### config.mk
export PLATFORM = sky130hd
export DESIGN_NAME = evtg_glb_ctrl
export DESIGN_NICKNAME = d
export VERILOG_FILES = /design/src/rtl/evtg_pkg.sv /design/src/rtl/evtg_addr_dec.sv /design/src/rtl/evtg_main_counter.sv /design/src/rtl/evtg_int_status.sv /design/src/rtl/evtg_glb_ctrl.sv
export SDC_FILE = /design/constraint.sdc
export NUM_CORES = 1
export LEC_CHECK = 0
export BUFFER_PORTS_ARGS = -buffer_cell sky130_fd_sc_hd__buf_2
export CAP_MARGIN = 10
export CORE_UTILIZATION = 25
export CTS_CLUSTER_SIZE = 8
export DETAILED_ROUTE_END_ITERATION = 6
export PLACE_DENSITY = 0.56
export SKIP_LAST_GASP = 1
export SLEW_MARGIN = 30
export SYNTH_ARGS = -nofsm -noshare
export SYNTH_HDL_FRONTEND = slang
export SYNTH_HIERARCHICAL = 1
export SYNTH_SLANG_ARGS = --single-unit
### constraint.sdc
create_clock -name clk -period 3.47 [get_ports clk]
set_clock_uncertainty 0.05 [all_clocks]
set_input_delay 0.1735 -clock clk [delete_from_list [all_inputs] [get_ports clk]]
set_output_delay 0.1735 -clock clk [all_outputs]
set_load 0.01 [all_outputs]
### src/rtl/evtg_pkg.sv
package evtg_pkg;

  localparam int WIN_AW  = 10;   // 1 KiB register window
  localparam int MAX_TMR = 32;
  localparam int MIN_TMR = 3;
  localparam logic [WIN_AW-1:0] TMR_BASE = 10'h100;

  typedef enum logic [2:0] {
    K_NONE,
    K_CAP,
    K_CFG,
    K_STS,
    K_CNT,
    K_TMR
  } kind_e;

  typedef struct packed {
    kind_e      kind;
    logic       upper;
    logic [4:0] tidx;
    logic [1:0] slot;
  } dec_t;

  function automatic int clamp_tmr(int n);
    if (n < MIN_TMR) return MIN_TMR;
    if (n > MAX_TMR) return MAX_TMR;
    return n;
  endfunction

endpackage

### src/rtl/evtg_addr_dec.sv
module evtg_addr_dec
  import evtg_pkg::*;
#(
  parameter int NUM_TMR = 3
) (
  input  logic [WIN_AW-1:0] addr,
  output dec_t              dec
);

  localparam logic [5:0] NT6 = 6'(NUM_TMR);

  logic [WIN_AW-1:0] a_al;
  logic [WIN_AW-1:0] off;

  always_comb begin
    a_al      = addr;
    a_al[2]   = 1'b0;
    off       = a_al - TMR_BASE;
    dec.kind  = K_NONE;
    dec.upper = addr[2];
    dec.tidx  = '0;
    dec.slot  = '0;
    if (a_al < TMR_BASE) begin
      case (a_al[7:0])
        8'h00:   dec.kind = K_CAP;
        8'h10:   dec.kind = K_CFG;
        8'h20:   dec.kind = K_STS;
        8'hF0:   dec.kind = K_CNT;
        default: dec.kind = K_NONE;
      endcase
    end else if (({1'b0, off[WIN_AW-1:5]} < NT6) &&
                 (off[4:3] != 2'b11) && (off[2:0] == 3'b000)) begin
      dec.kind = K_TMR;
      dec.tidx = off[WIN_AW-1:5];
      dec.slot = off[4:3];
    end
  end

endmodule

### src/rtl/evtg_main_counter.sv
module evtg_main_counter #(
  parameter int TICK_DIV = 4,
  parameter int CNT_W    = 64
) (
  input  logic             clk,
  input  logic             rst_n,
  input  logic             run,
  input  logic             ld_en,
  input  logic [CNT_W-1:0] ld_mask,
  input  logic [CNT_W-1:0] ld_val,
  output logic [CNT_W-1:0] count,
  output logic             tick
);

  logic [CNT_W-1:0] cnt_q, cnt_d;

  generate
    if (TICK_DIV <= 1) begin : g_nodiv
      assign tick = run;
    end else begin : g_div
      localparam int DW = $clog2(TICK_DIV);
      localparam logic [DW-1:0] DIV_LAST = DW'(TICK_DIV - 1);
      logic [DW-1:0] div_q, div_d;

      always_comb begin
        if (!run || (div_q == DIV_LAST)) div_d = '0;
        else                             div_d = div_q + 1'b1;
      end

      always_ff @(posedge clk or negedge rst_n) begin
        if (!rst_n) div_q <= '0;
        else        div_q <= div_d;
      end

      assign tick = run && (div_q == DIV_LAST);
    end
  endgenerate

  always_comb begin
    cnt_d = cnt_q;
    if (ld_en)     cnt_d = (cnt_q & ~ld_mask) | (ld_val & ld_mask);
    else if (tick) cnt_d = cnt_q + 1'b1;
  end

  always_ff @(posedge clk or negedge rst_n) begin
    if (!rst_n) cnt_q <= '0;
    else        cnt_q <= cnt_d;
  end

  assign count = cnt_q;

  // a counter that is neither running nor loaded keeps its value
  p_hold_r3: assert property (@(posedge clk) disable iff (!rst_n)
    (!run && !ld_en) |=> $stable(count));

  // each tick adds exactly one
  p_step_r3: assert property (@(posedge clk) disable iff (!rst_n)
    (tick && !ld_en) |=> (count == $past(count) + 1'b1));

endmodule

### src/rtl/evtg_int_status.sv
module evtg_int_status
  import evtg_pkg::*;
#(
  parameter int NUM_TMR = 3
) (
  input  logic               clk,
  input  logic               rst_n,
  input  logic [MAX_TMR-1:0] set_req,
  input  logic               clr_en,
  input  logic [MAX_TMR-1:0] clr_mask,
  output logic [MAX_TMR-1:0] status,
  output logic [MAX_TMR-1:0] clr_pulse
);

  localparam logic [MAX_TMR-1:0] LIVE = MAX_TMR'((64'h1 << NUM_TMR) - 64'h1);

  logic [MAX_TMR-1:0] sts_q, sts_d, pls_q, pls_d;

  always_comb begin
    pls_d = '0;
    if (clr_en) pls_d = clr_mask & sts_q & ~set_req & LIVE;
    sts_d = (sts_q & ~pls_d) | (set_req & LIVE);
  end

  always_ff @(posedge clk or negedge rst_n) begin
    if (!rst_n) begin
      sts_q <= '0;
      pls_q <= '0;
    end else begin
      sts_q <= sts_d;
      pls_q <= pls_d;
    end
  end

  assign status    = sts_q;
  assign clr_pulse = pls_q;

  // bits that fell are exactly the bits pulsed
  p_fall_is_pulse_r7: assert property (@(posedge clk) disable iff (!rst_n)
    (($past(status) & ~status) == clr_pulse));

  // a pulse only targets a bit that was set
  p_pulse_was_set_r7: assert property (@(posedge clk) disable iff (!rst_n)
    ((clr_pulse & ~$past(status)) == '0));

endmodule

### src/rtl/evtg_glb_ctrl.sv
module evtg_glb_ctrl
  import evtg_pkg::*;
#(
  parameter int          NUM_TIMERS = 8,
  parameter int          TICK_DIV   = 4,
  parameter logic [15:0] VENDOR_ID  = 16'hA5C3,
  parameter logic [31:0] PERIOD_FS  = 32'd10_000_000
) (
  input  logic               clk,
  input  logic               rst_n,
  input  logic               bus_valid,
  input  logic               bus_write,
  input  logic               bus_wide,
  input  logic [WIN_AW-1:0]  bus_addr,
  input  logic [63:0]        bus_wdata,
  output logic [63:0]        bus_rdata,
  input  logic [63:0]        timer_rdata,
  output logic               tmr_access,
  output logic               tmr_write,
  output logic [4:0]         tmr_index,
  output logic [1:0]         tmr_slot,
  output logic               tmr_upper,
  output logic               ev_enable,
  output logic               ev_legacy,
  output logic [63:0]        ev_count,
  output logic               ev_tick,
  input  logic [MAX_TMR-1:0] int_set,
  output logic [MAX_TMR-1:0] int_status,
  output logic [MAX_TMR-1:0] int_clear
);

  localparam int NT = clamp_tmr(NUM_TIMERS);
  localparam logic [63:0] ID_WORD =
    {PERIOD_FS, VENDOR_ID, 1'b1, 1'b0, 1'b1, 5'(NT - 1), 8'h01};

  dec_t        dec;
  logic        do_wr, do_rd;
  logic [63:0] wr_mask, wr_val;
  logic [1:0]  cfg_q, cfg_d;
  logic [63:0] rd_q, rd_d, reg_full, rd_sh;
  logic        cnt_ld, sts_clr;

  evtg_addr_dec #(.NUM_TMR(NT)) u_dec (
    .addr (bus_addr),
    .dec  (dec)
  );

  always_comb begin
    do_wr = bus_valid && bus_write;
    do_rd = bus_valid && !bus_write;
    if (dec.upper) begin
      wr_mask = {32'hFFFF_FFFF, 32'h0};
      wr_val  = {bus_wdata[31:0], 32'h0};
    end else if (bus_wide) begin
      wr_mask = '1;
      wr_val  = bus_wdata;
    end else begin
      wr_mask = {32'h0, 32'hFFFF_FFFF};
      wr_val  = {32'h0, bus_wdata[31:0]};
    end
  end

  always_comb begin
    cfg_d = cfg_q;
    if (do_wr && dec.kind == K_CFG)
      cfg_d = (cfg_q & ~wr_mask[1:0]) | (wr_val[1:0] & wr_mask[1:0]);
  end

  assign cnt_ld  = do_wr && (dec.kind == K_CNT);
  assign sts_clr = do_wr && (dec.kind == K_STS);

  evtg_main_counter #(.TICK_DIV(TICK_DIV), .CNT_W(64)) u_cnt (
    .clk     (clk),
    .rst_n   (rst_n),
    .run     (cfg_q[0]),
    .ld_en   (cnt_ld),
    .ld_mask (wr_mask),
    .ld_val  (wr_val),
    .count   (ev_count),
    .tick    (ev_tick)
  );

  evtg_int_status #(.NUM_TMR(NT)) u_sts (
    .clk       (clk),
    .rst_n     (rst_n),
    .set_req   (int_set),
    .clr_en    (sts_clr),
    .clr_mask  (wr_val[MAX_TMR-1:0] & wr_mask[MAX_TMR-1:0]),
    .status    (int_status),
    .clr_pulse (int_clear)
  );

  always_comb begin
    case (dec.kind)
      K_CAP:   reg_full = ID_WORD;
      K_CFG:   reg_full = {62'h0, cfg_q};
      K_STS:   reg_full = {32'h0, int_status};
      K_CNT:   reg_full = ev_count;
      K_TMR:   reg_full = timer_rdata;
      default: reg_full = '0;
    endcase
    rd_sh = dec.upper ? {32'h0, reg_full[63:32]} : reg_full;
    if (!bus_wide) rd_sh[63:32] = 32'h0;
    rd_d = do_rd ? rd_sh : rd_q;
  end

  always_ff @(posedge clk or negedge rst_n) begin
    if (!rst_n) begin
      cfg_q <= '0;
      rd_q  <= '0;
    end else begin
      cfg_q <= cfg_d;
      rd_q  <= rd_d;
    end
  end

  assign bus_rdata  = rd_q;
  assign ev_enable  = cfg_q[0];
  assign ev_legacy  = cfg_q[1];
  assign tmr_access = bus_valid && (dec.kind == K_TMR);
  assign tmr_write  = bus_write;
  assign tmr_index  = dec.tidx;
  assign tmr_slot   = dec.slot;
  assign tmr_upper  = dec.upper;

  // control word moves only on a write
  p_cfg_quiet_r2: assert property (@(posedge clk) disable iff (!rst_n)
    !do_wr |=> $stable({ev_enable, ev_legacy}));

  // unmapped reads return zero
  p_unmapped_zero_r9: assert property (@(posedge clk) disable iff (!rst_n)
    (do_rd && dec.kind == K_NONE) |=> (bus_rdata == 64'h0));

  // slot strobe only for channels that exist
  p_slot_range_r8: assert property (@(posedge clk) disable iff (!rst_n)
    tmr_access |-> ({1'b0, tmr_index} < 6'(NT)));

endmodule

==> results of run 1 <==
==> power groups by stage <==
stage	Clock (mW)	Sequential [mW]	Combinational [mW]
after global routing	2.18	2.33	1.35
final	2.07	2.31	1.24
after detailed placement	0	2.34	1.23
after global placement	0	2.33	1.22
after CTS	2.12	2.30	1.24
after floorplan	0	2.19	0.668
==> stage by stage <==
step,util (%),cells,total power [mW]
6_report,32.30,1944,5.625
5_1_grt,32.28,1941,5.866
4_1_cts,32.28,1940,5.661
3_5_place_dp,30.37,1897,3.562
3_3_place_gp,30.35,1897,3.548
2_1_floorplan,-,1157,2.855
==> worst max-delay path by stage <==
| stage | from | cells after the start | slack, ns | endpoint |
|---|---|---|---|---|
| CTS | flip-flop | 5 | 0.64 | flip-flop |
| global route | u_cnt/g_div.div_q[0]$_DFF_PN0_ | 6 | 0.46 | flip-flop |
| finish | flip-flop | 5 | 0.63 | flip-flop |
| floorplan | bus_addr[8] | 14 | 0.69 | flip-flop |
| global placement | flip-flop | 5 | 0.68 | flip-flop |
| detailed placement | flip-flop | 5 | 0.64 | flip-flop |
==> worst reg2reg max path, delay by kind of cell, from the launching register on <==
family,cells,cell delay (ns)
and+or+nand+nor,4,1.96
AOI/OAI and AO/OA,1,0.17
DFF,1,0.60
==> metal layers <==
layer | up-vias | wire, um | GRT usage (%) | share of wire, %
li1 | 4682 | - | - | -
met1 | 5103 | 20820 | 29.55 | 46
met4 | 0 | 1004 | 6.498 | 2.2
met2 | 459 | 21110 | 34.71 | 46
met3 | 48 | 2716 | 3.628 | 6.0
met5 | - | 0 | 0 | 0
==> cell usage in the layout (no fill, tap or decap), drive strengths merged, types with 11 or more instances in the layout <==
cell type,netlist,layout
nor2,50,50
xor2,12,12
a211oi,35,35
o21ai,54,54
nand4,21,21
or3,12,12
a21o,17,17
inv,15,19
a31oi,19,19
o2bb2ai,13,13
clkbuf,54,19
dfrtp,148,148
buf,76,345
nand2,87,87
a21oi,26,26
or4,11,11
o31a,21,21
nor2b,83,83
a22o,70,70
a22oi,51,51
o31ai,14,14
conb,1,48
mux2i,47,47
and3,13,13
nor4,21,21
dlygate4sd3,0,11
nor3,15,15
nand3,29,29
nor3b,11,11
xnor2,20,20
==> final cells by class <==
type / count / area share, %
antenna: 4 / 0.07799
clock buffer: 19 / 3.529
clock inverter: 13 / 1.531
inverter: 15 / 0.4387
multi-input combinational: 864 / 45.25
sequential: 148 / 28.86
tap: 525 / 5.118
timing repair buffer: 356 / 15.20
==> cells by family after synthesis <==
family / count (synthesis)
other cells: 1
flops: 148
simple gates: 382
xor+xnor: 32
buf+inv: 145
fa+ha+maj: 4
compound gates: 344
mux: 54
==> repair_timing <==
| item | CTS | global route |
|---|---|---|
| hold buffers | 11 | 0 |
| resized for setup | 0 | 0 |
| buffers inserted | 0 | 0 |
| endpoints found under the hold margin | 96 | 0 |
| endpoints found under the setup margin | 0 | 0 |
==> run_results.csv, run 1 <==
group,metric,value,unit
route,firstDrtPassIters,6,
logic_synthesis,synth_edf_count,0,
logic_synthesis,synthMuxAreaShare,5.456,%
sta,min_period_over_period,81.70,%
sta,fin_ws,0.6349,ns
logic_synthesis,synth_top_family_by_area,"compound AO/OA/AOI/OAI gates",
logic_synthesis,synthXorXnorAreaFrac,2.784,%
logic_synthesis,synth_fa_ha_area_share,0.4971,%
route,drt_iter0_drc,786,
power_and_ir_drop,ir_drop,324.6,uV
route,via_per_inst,5.294,
clock_tree,path_clk_slew,0.07,ns
floorplan,dieArea,41080,sq um
min_path,min_path_cells,3,
setup_path,worstSetupPathType,"reg2reg",
setup_path,r2r_slack,0.63,ns
logic_synthesis,yosys-top-cells-area,"dfrtp_1, a22o_1, nor2b_1, mux2i_1, a22oi_1",
power_and_ir_drop,swShare,35.14,%
setup_path,crit_buf_inv,0,
clock_tree,cts_buffers,17,
route,wl,45.65,mm
sta,fmax,352.7,MHz
logic_synthesis,yosysMostFrequentCell,"dfrtp_1",
status,status,"finished clean",
layout,areaGrowthSynthToFinish,27.49,%
power_and_ir_drop,pwr-share-comb,22.1,%
clock_tree,clock_tree.root_cell,"clkbuf_16",
placed_design,place_ws,0.6373,ns
logic_synthesis,ys.flop_type,"dfrtp_1",
sta,min_period,2.835,ns
logic_synthesis,synth_top_area_cell,"dfrtp_1",
logic_synthesis,synth-seq-cells,148,
logic_synthesis,postSynth.asyncResetShare,100.0,%
setup_path,crit_family,"simple AND/OR/NAND/NOR gates",
power_and_ir_drop,powerDensity,438.2,nW/um^2
layout,multiInputGateArea,5808,sq um
route,vias,10290,
placed_design,hpwl,35.28,mm
sta,hold_slack,0.09973,ns
layout,seq_area,3704,sq um
sta,tightestPinTransition,0.8564,ns
clock_tree,clockBufferDepth,2,
power_and_ir_drop,pwr-share-seq,41.1,%
layout,final_nets,1581,
route,ant_nets,0,
floorplan,rows,73,
min_path,hold_path_class,"in2reg",
route,drcViolationCount,0,
clock_tree,cts_tree,"yes",
global_routing,antenna_found_initial,1,
logic_synthesis,synth_cell_types,63,
logic_synthesis,yosysWarnings,6,
logic_synthesis,ys_seq_area_share,36.79,%
logic_synthesis,syn_area,10070,sq um
clock_tree,cts_max_level,4,
placed_design,place_area,12070,sq um
layout,final_layout_size_suffix_gt1_share,29.96,%
sta,slew_headroom,42.78,%
global_routing,grt_first_pass_wirelength,65.38,mm
clock_tree,clk_latency,0.44,ns
sta,rsz0062_at_grt,"no",
setup_path,worstRegToRegCells,5,
setup_path,crit_path_top_delay_cell,"or4_1",
floorplan,io_pins,380,
setup_path,path_cells,"nand4_4, or4_4, or4_1, or3_1, a31oi_1",
setup_path,cp_max_fo,9,
global_routing,grt_pass1_vias,9892,
logic_synthesis,syn_area_per_cell,9.070,sq um
sta,setup_tns,0,ns
route,post_drt_wl_per_cell,23.48,um
floorplan,start_util,25.34,%
global_routing,grt-ovfl-total,0,
sta,slew_viol_final,0,
min_path,holdPathEnd,"bus_rdata[32]$_DFFE_PN0P_",
power_and_ir_drop,p_clk_share,36.9,%
logic_synthesis,synth_common_cells,"dfrtp_1, nand2_1, nor2b_1, a22o_1, clkbuf_1",
sta,finalHoldViolations,0,
power_and_ir_drop,power_leakage,5.539,nW
power_and_ir_drop,power.switching,1.977,mW
logic_synthesis,synth_compound_area_share,25.42,%
floorplan,coreArea,39730,sq um
placed_design,port-buffer-count,307,
global_routing,grt_usage,21.61,%
power_and_ir_drop,intPower,3.648,mW
run,cap_violations,0,
setup_path,endpoint_kind,"flip-flop",
setup_path,required,3.79,ns
layout,nFillCells,4221,
clock_tree,cts_sinks,148,
layout,final_area,12830,sq um
floorplan,die-width,202.7,um
placed_design,gp_congestion,0.8732,
setup_path,crit_arrival,3.15,ns
min_path,min_from,"timer_rdata[32]",
logic_synthesis,synth_cells,1110,
floorplan,die_y,202.7,um
logic_synthesis,synth-simple-area-share,21.31,%
sta,setup_viol,0,
setup_path,cp-start-kind,"flip-flop",
logic_synthesis,netlist.area_leader.share,36.79,%
setup_path,slowest_delay,0.69,ns
global_routing,grt_max_degree,82,
Note: power is estimated with default switching activity, not from simulation.
==> inputs of run 2 (changes only) <==
--- a/config.mk
+++ b/config.mk
@@ -5,12 +5,13 @@
 export SDC_FILE = /design/constraint.sdc
 export NUM_CORES = 1
 export LEC_CHECK = 0
+export ABC_AREA = 1
 export BUFFER_PORTS_ARGS = -buffer_cell sky130_fd_sc_hd__buf_2
 export CAP_MARGIN = 10
 export CORE_UTILIZATION = 25
 export CTS_CLUSTER_SIZE = 8
 export DETAILED_ROUTE_END_ITERATION = 6
-export PLACE_DENSITY = 0.56
+export PLACE_DENSITY = 0.57
 export SKIP_LAST_GASP = 1
 export SLEW_MARGIN = 30
 export SYNTH_ARGS = -nofsm -noshare
==> constraint.sdc (replaced) <==
create_clock -name clk -period 2.3 [get_ports clk]
set_clock_uncertainty 0.05 [all_clocks]
set_input_delay 0.115 -clock clk [delete_from_list [all_inputs] [get_ports clk]]
set_output_delay 0.115 -clock clk [all_outputs]
set_load 0.01 [all_outputs]
==> run 2 against run 1 <==
Effect of this change:
- cell count rose by 41%
- clock-buffer cell count unchanged
- area after synthesis rose by 10%
- total power increased by 51%
- worst setup slack lost 0.48 ns
- die area rose by 10%
- via count rose by 30%
- clock power is 33% higher
- combinational power is 81% higher
- largest power group unchanged
- highest routed layer unchanged
==> run_results.csv, run 2 <==
group,metric,value,unit
logic_synthesis,synth_cells,1729,
route,firstDrtPassIters,6,
sta,slew_headroom,39.67,%
placed_design,hpwl,42.20,mm
logic_synthesis,syn_area_per_cell,6.423,sq um
logic_synthesis,synth-seq-cells,148,
layout,final_nets,2318,
power_and_ir_drop,power_leakage,7.574,nW
setup_path,crit_arrival,2.49,ns
global_routing,antenna_found_initial,1,
min_path,hold_path_class,"in2reg",
route,ant_nets,0,
sta,setup_tns,0,ns
floorplan,start_util,25.56,%
logic_synthesis,synthXorXnorAreaFrac,0.1577,%
route,drcViolationCount,0,
clock_tree,clk_latency,0.47,ns
min_path,min_path_cells,3,
logic_synthesis,yosysWarnings,6,
floorplan,io_pins,380,
global_routing,grt-ovfl-total,0,
logic_synthesis,synthMuxAreaShare,0,%
layout,final_layout_size_suffix_gt1_share,22.55,%
global_routing,grt_pass1_vias,12640,
sta,min_period,2.146,ns
floorplan,die-width,212.8,um
logic_synthesis,synth_common_cells,"nand2_1, nor2_1, dfrtp_1, inv_1, nand3_1",
floorplan,coreArea,43460,sq um
route,post_drt_wl_per_cell,19.92,um
layout,stdcell_count,2738,
placed_design,place_ws,-0.04154,ns
layout,areaGrowthSynthToFinish,34.84,%
global_routing,grt_use_met3,5.707,%
sta,hold_slack,0.02576,ns
setup_path,worstRegToRegCells,8,
logic_synthesis,yosys-top-cells-area,"dfrtp_1, nand2_1, nor2_1, nand3_1, o21ai_0",
global_routing,busiest_layer,"met2",
power_and_ir_drop,powerDensity,566.3,nW/um^2
logic_synthesis,synth_top_family_by_area,"simple AND/OR/NAND/NOR gates",
logic_synthesis,synth-simple-area-share,36.56,%
global_routing,grt_max_degree,66,
clock_tree,cts_max_level,4,
route,via_per_inst,4.880,
clock_tree,path_clk_slew,0.07,ns
floorplan,dieArea,45270,sq um
clock_tree,cts_setup_buffers,0,
logic_synthesis,synth_compound_area_share,18.32,%
logic_synthesis,synth_top_area_cell,"dfrtp_1",
global_routing,grt_usage,23.86,%
placed_design,dp_cells,2641,
clock_tree,clockBufferDepth,2,
power_and_ir_drop,ir_drop,566.3,uV
logic_synthesis,synth_edf_count,0,
logic_synthesis,yosysMostFrequentCell,"nand2_1",
setup_path,cp-start-kind,"flip-flop",
status,status,"finished clean",
sta,setup_viol,0,
sta,finalHoldViolations,0,
floorplan,rows,76,
logic_synthesis,synth_cell_types,38,
run,cap_violations,0,
logic_synthesis,netlist.area_leader.share,33.35,%
clock_tree,cts_sinks,148,
logic_synthesis,ys.flop_type,"dfrtp_1",
global_routing,grt_util_met1,30.75,%
route,wl,54.55,mm
sta,fmax,465.9,MHz
setup_path,cp_max_fo,6,
clock_tree,cts_buffers,17,
logic_synthesis,postSynth.asyncResetShare,100.0,%
setup_path,endpoint_kind,"flip-flop",
setup_path,worstSetupPathType,"reg2reg",
layout,mostFrequentLayoutCell,"nand2_1",
route,vias,13360,
placed_design,port-buffer-count,307,
placed_design,gp_congestion,0.9187,
clock_tree,clock_tree.root_cell,"clkbuf_16",
logic_synthesis,ys_seq_area_share,33.35,%
sta,min_period_over_period,93.32,%
setup_path,required,2.64,ns
global_routing,grtUsageMet2,38.64,%
layout,layout_common_cells,"nand2_1, buf_2, nor2_1",
clock_tree,cts_tree,"yes",
sta,fin_ws,0.1537,ns
logic_synthesis,synth_fa_ha_area_share,0.4507,%
sta,tightestPinTransition,0.9037,ns
logic_synthesis,syn_area,11110,sq um
setup_path,r2r_slack,0.15,ns
global_routing,grt_first_pass_wirelength,79.12,mm
sta,slew_viol_final,0,
floorplan,die_y,212.8,um
route,drt_iter0_drc,1209,
-- run 2: cell types whose count changed in the layout (fill, tap and decap cells not counted), moves of 41 or more --
| cell | previous run | this run |
|---|---|---|
| a22oi_1 | 51 | 5 |
| o21ai_0 | 29 | 117 |
| nor2_1 | 46 | 234 |
| mux2i_1 | 47 | 0 |
| nand2_1 | 85 | 540 |
| buf_4 | 37 | 78 |
| nand3_1 | 28 | 122 |
| dlygate4sd3_1 | 11 | 64 |
| inv_1 | 13 | 132 |
| nor2b_1 | 80 | 0 |
| a21oi_1 | 26 | 88 |
-- run 2: cells by family after synthesis --
| group | count (synthesis) |
|---|---|
| flops | 148 |
| simple gates | 967 |
| xor+xnor | 2 |
| other cells | 1 |
| compound gates | 346 |
| buf+inv | 261 |
| fa+ha+maj | 4 |
-- run 2: power by group --
part	internal [mW]	switching, mW
clock	1.51	1.26
sequential	2.87	0.601
combinational	0.899	1.35
total	5.28	3.20
-- run 2: how the worst min path moves through the flow --
stage / to / slack [ns] / from
2_1_floorplan: async pin / -0.23 / rst_n
3_3_place_gp: bus_rdata[11]$_DFFE_PN0P_ / 0.08 / rst_n
3_5_place_dp: bus_rdata[34]$_DFFE_PN0P_ / 0.07 / rst_n
4_1_cts: bus_rdata[6]$_DFFE_PN0P_ / 0.002 / timer_rdata[6]
5_1_grt: bus_rdata[6]$_DFFE_PN0P_ / 0.01 / timer_rdata[6]
6_report: flip-flop / 0.03 / bus_valid
-- run 2: stage by stage --
step	utilization (%)	power (mW)	cell area, sq um
6_report	34.46	8.479	14970
3_5_place_dp	31.70	5.667	13780
3_3_place_gp	31.70	5.636	13780
5_1_grt	34.45	8.890	14970
4_1_cts	34.45	8.524	14970
2_1_floorplan	-	4.304	11300
-- run 2: worst max-delay path: stages, from the launching register on --
cell      delay, ns
dfrtp_1        0.49
nand2_1        0.12
nor2_1         0.30
nand2_1        0.21
nor2_1         0.20
nand2_1        0.22
o21bai_1       0.19
nand3_1        0.15
a21oi_1        0.15
-- run 2: cell type report --
cell class              instances  area, sq um
well taps                     585        732.0
diodes                          2        5.005
clock buffers                  19        442.9
inverters                     140        528.0
multi-input cells            1367         6365
clock inverters                12        108.9
flip-flops and latches        148         3704
fillers                      4791        28480
repair buffers                465         3089
-- run 2: layer usage --
metal  up-vias  part of all wire [%]
met3        83                   7.8
li1       6402                     -
met1      6289                    43
met5         -                     0
met4         0                   2.9
met2       588                    46
-- run 2: repair_timing --
| action | in CTS | in global routing |
|---|---|---|
| endpoints found under the hold margin | 116 | 0 |
| resized for setup | 0 | 0 |
| hold buffers | 64 | 0 |
==> inputs of run 3 (changes only) <==
==> constraint.sdc (replaced) <==
create_clock -name clk -period 1.9 [get_ports clk]
set_clock_uncertainty 0.05 [all_clocks]
set_input_delay 0.095 -clock clk [delete_from_list [all_inputs] [get_ports clk]]
set_output_delay 0.095 -clock clk [all_outputs]
set_load 0.01 [all_outputs]
==> run 3 against run 2 <==
Effect of this change:
- via count rose by 5.2%
- maximum frequency is 13% higher
- clock power up 39%
- cell count up 5.1%
- core utilization increased by 3.3 points
- non-clock buffer count up 142
- sequential power rose by 14%
- routed wire length rose by 2.3%
- largest cell class unchanged
- highest routed layer is now met5
==> run_results.csv, run 3 (synthesis results as in run 2) <==
group,metric,value,unit
status,status,"finished clean",
layout,areaGrowthSynthToFinish,47.66,%
setup_path,cp_max_fo,7,
sta,slew_viol_final,0,
floorplan,rows,76,
placed_design,port-buffer-count,307,
sta,rsz0062_at_grt,"yes",
global_routing,grt_max_degree,65,
clock_tree,cts_sinks,148,
sta,min_period_over_period,99.87,%
route,wl,55.81,mm
placed_design,hpwl,43.51,mm
layout,layout_common_cells,"nand2_1, buf_2, nor2_1",
setup_path,worstRegToRegCells,9,
sta,finalHoldViolations,0,
clock_tree,cts_tree,"yes",
setup_path,worstSetupPathType,"reg2reg",
setup_path,cp-start-kind,"flip-flop",
floorplan,start_util,25.56,%
power_and_ir_drop,powerDensity,677.7,nW/um^2
sta,min_period,1.898,ns
placed_design,gp_congestion,0.9787,
global_routing,antenna_found_initial,4,
setup_path,required,2.24,ns
global_routing,grt-ovfl-total,0,
clock_tree,clk_latency,0.46,ns
sta,tightestPinTransition,0.8204,ns
placed_design,dp_cells,2757,
clock_tree,clock_tree.root_cell,"clkbuf_16",
layout,final_layout_size_suffix_gt1_share,28.40,%
layout,final_nets,2460,
floorplan,die_y,212.8,um
floorplan,coreArea,43460,sq um
global_routing,grt_usage,24.11,%
global_routing,grt_first_pass_wirelength,80.55,mm
route,drt_iter0_drc,1449,
route,via_per_inst,4.881,
route,post_drt_wl_per_cell,19.39,um
global_routing,grt_pass1_vias,13130,
route,vias,14050,
setup_path,r2r_slack,0.002,ns
sta,setup_viol,0,
setup_path,crit_arrival,2.23,ns
floorplan,die-width,212.8,um
floorplan,io_pins,380,
layout,fin_util,37.73,%
sta,setup_tns,0,ns
clock_tree,clockBufferDepth,2,
clock_tree,cts_max_level,4,
sta,fmax,527.0,MHz
route,firstDrtPassIters,7,
run,cap_violations,0,
route,drcViolationCount,0,
layout,mostFrequentLayoutCell,"nand2_1",
power_and_ir_drop,power_leakage,8.440,nW
sta,fin_ws,0.002459,ns
route,ant_nets,0,
clock_tree,cts_buffers,17,
setup_path,endpoint_kind,"flip-flop",
layout,stdcell_count,2879,
sta,slew_headroom,44.73,%
power_and_ir_drop,ir_drop,642.1,uV
floorplan,dieArea,45270,sq um
min_path,hold_path_class,"in2reg",
placed_design,place_ws,-0.2337,ns
clock_tree,path_clk_slew,0.07,ns
-- run 3: changes by cell type in the layout (fill, tap and decap cells not counted), sizes merged --
cell and change:
clkbuf +3, bufinv +4, dlygate4sd3 +15, buf +127, clkinvlp -4, clkinv -4
-- run 3: cell type report --
type / instances / area (sq um)
flip-flops and latches: 148 / 3716
repair buffers: 607 / 4242
well taps: 585 / 732.0
multi-input cells: 1367 / 6544
diodes: 2 / 5.005
inverters: 140 / 530.5
clock inverters: 8 / 175.2
fillers: 4592 / 27060
clock buffers: 22 / 454.2
-- run 3: power by group --
group          internal, mW  switching, mW
Sequential             3.49          0.451
Clock                  2.36           1.47
Combinational          1.40           1.95
Total                  7.25           3.87
-- run 3: critical path: stages (launching register included) --
cell and delay [ns]:
dfrtp_1 0.44, ha_4 0.18, nand2_4 0.07, nor2_8 0.18
nand2_4 0.07, nor2_4 0.26, nand2_4 0.15, o21bai_1 0.19
nand3_1 0.10, a21oi_1 0.14
-- run 3: metrics by stage --
stage | cell area [sq um] | hold slack [ns] | total power [mW]
2_1_floorplan | 11430 | -0.2506 | 5.219
3_3_place_gp | 14730 | 0.02376 | 7.046
3_5_place_dp | 14730 | 0.03316 | 7.089
4_1_cts | 16190 | 0.0002625 | 11.07
5_1_grt | 16400 | 0.02530 | 11.63
6_report | 16400 | 0.01350 | 11.11
-- run 3: metal layers --
layer	routed length, um	GRT usage (%)	up-vias
met3	3932	5.251	99
met2	24770	37.45	620
li1	-	-	6687
met5	13	0	-
met1	25450	32.68	6644
met4	1644	8.708	2
-- run 3: what timing repair did --
item,in CTS,in global routing
pin swaps,1,18
hold buffers,79,0
gates resized for setup,7,45
setup buffers,3,9
endpoints found under the hold margin,215,0
cloned,0,0
endpoints found under the setup margin,20,41
-- run 3: how the worst min path moves through the flow --
stage                        from                   endpoint  cells after the start
floorplan                   rst_n                  async pin                      0
global placement            rst_n  bus_rdata[45]$_DFFE_PN0P_                      1
detailed placement          rst_n  bus_rdata[13]$_DFFE_PN0P_                      1
CTS                 bus_wdata[27]                  flip-flop                      5
global route            bus_write                  flip-flop                      3
finish              bus_wdata[27]                  flip-flop                      5
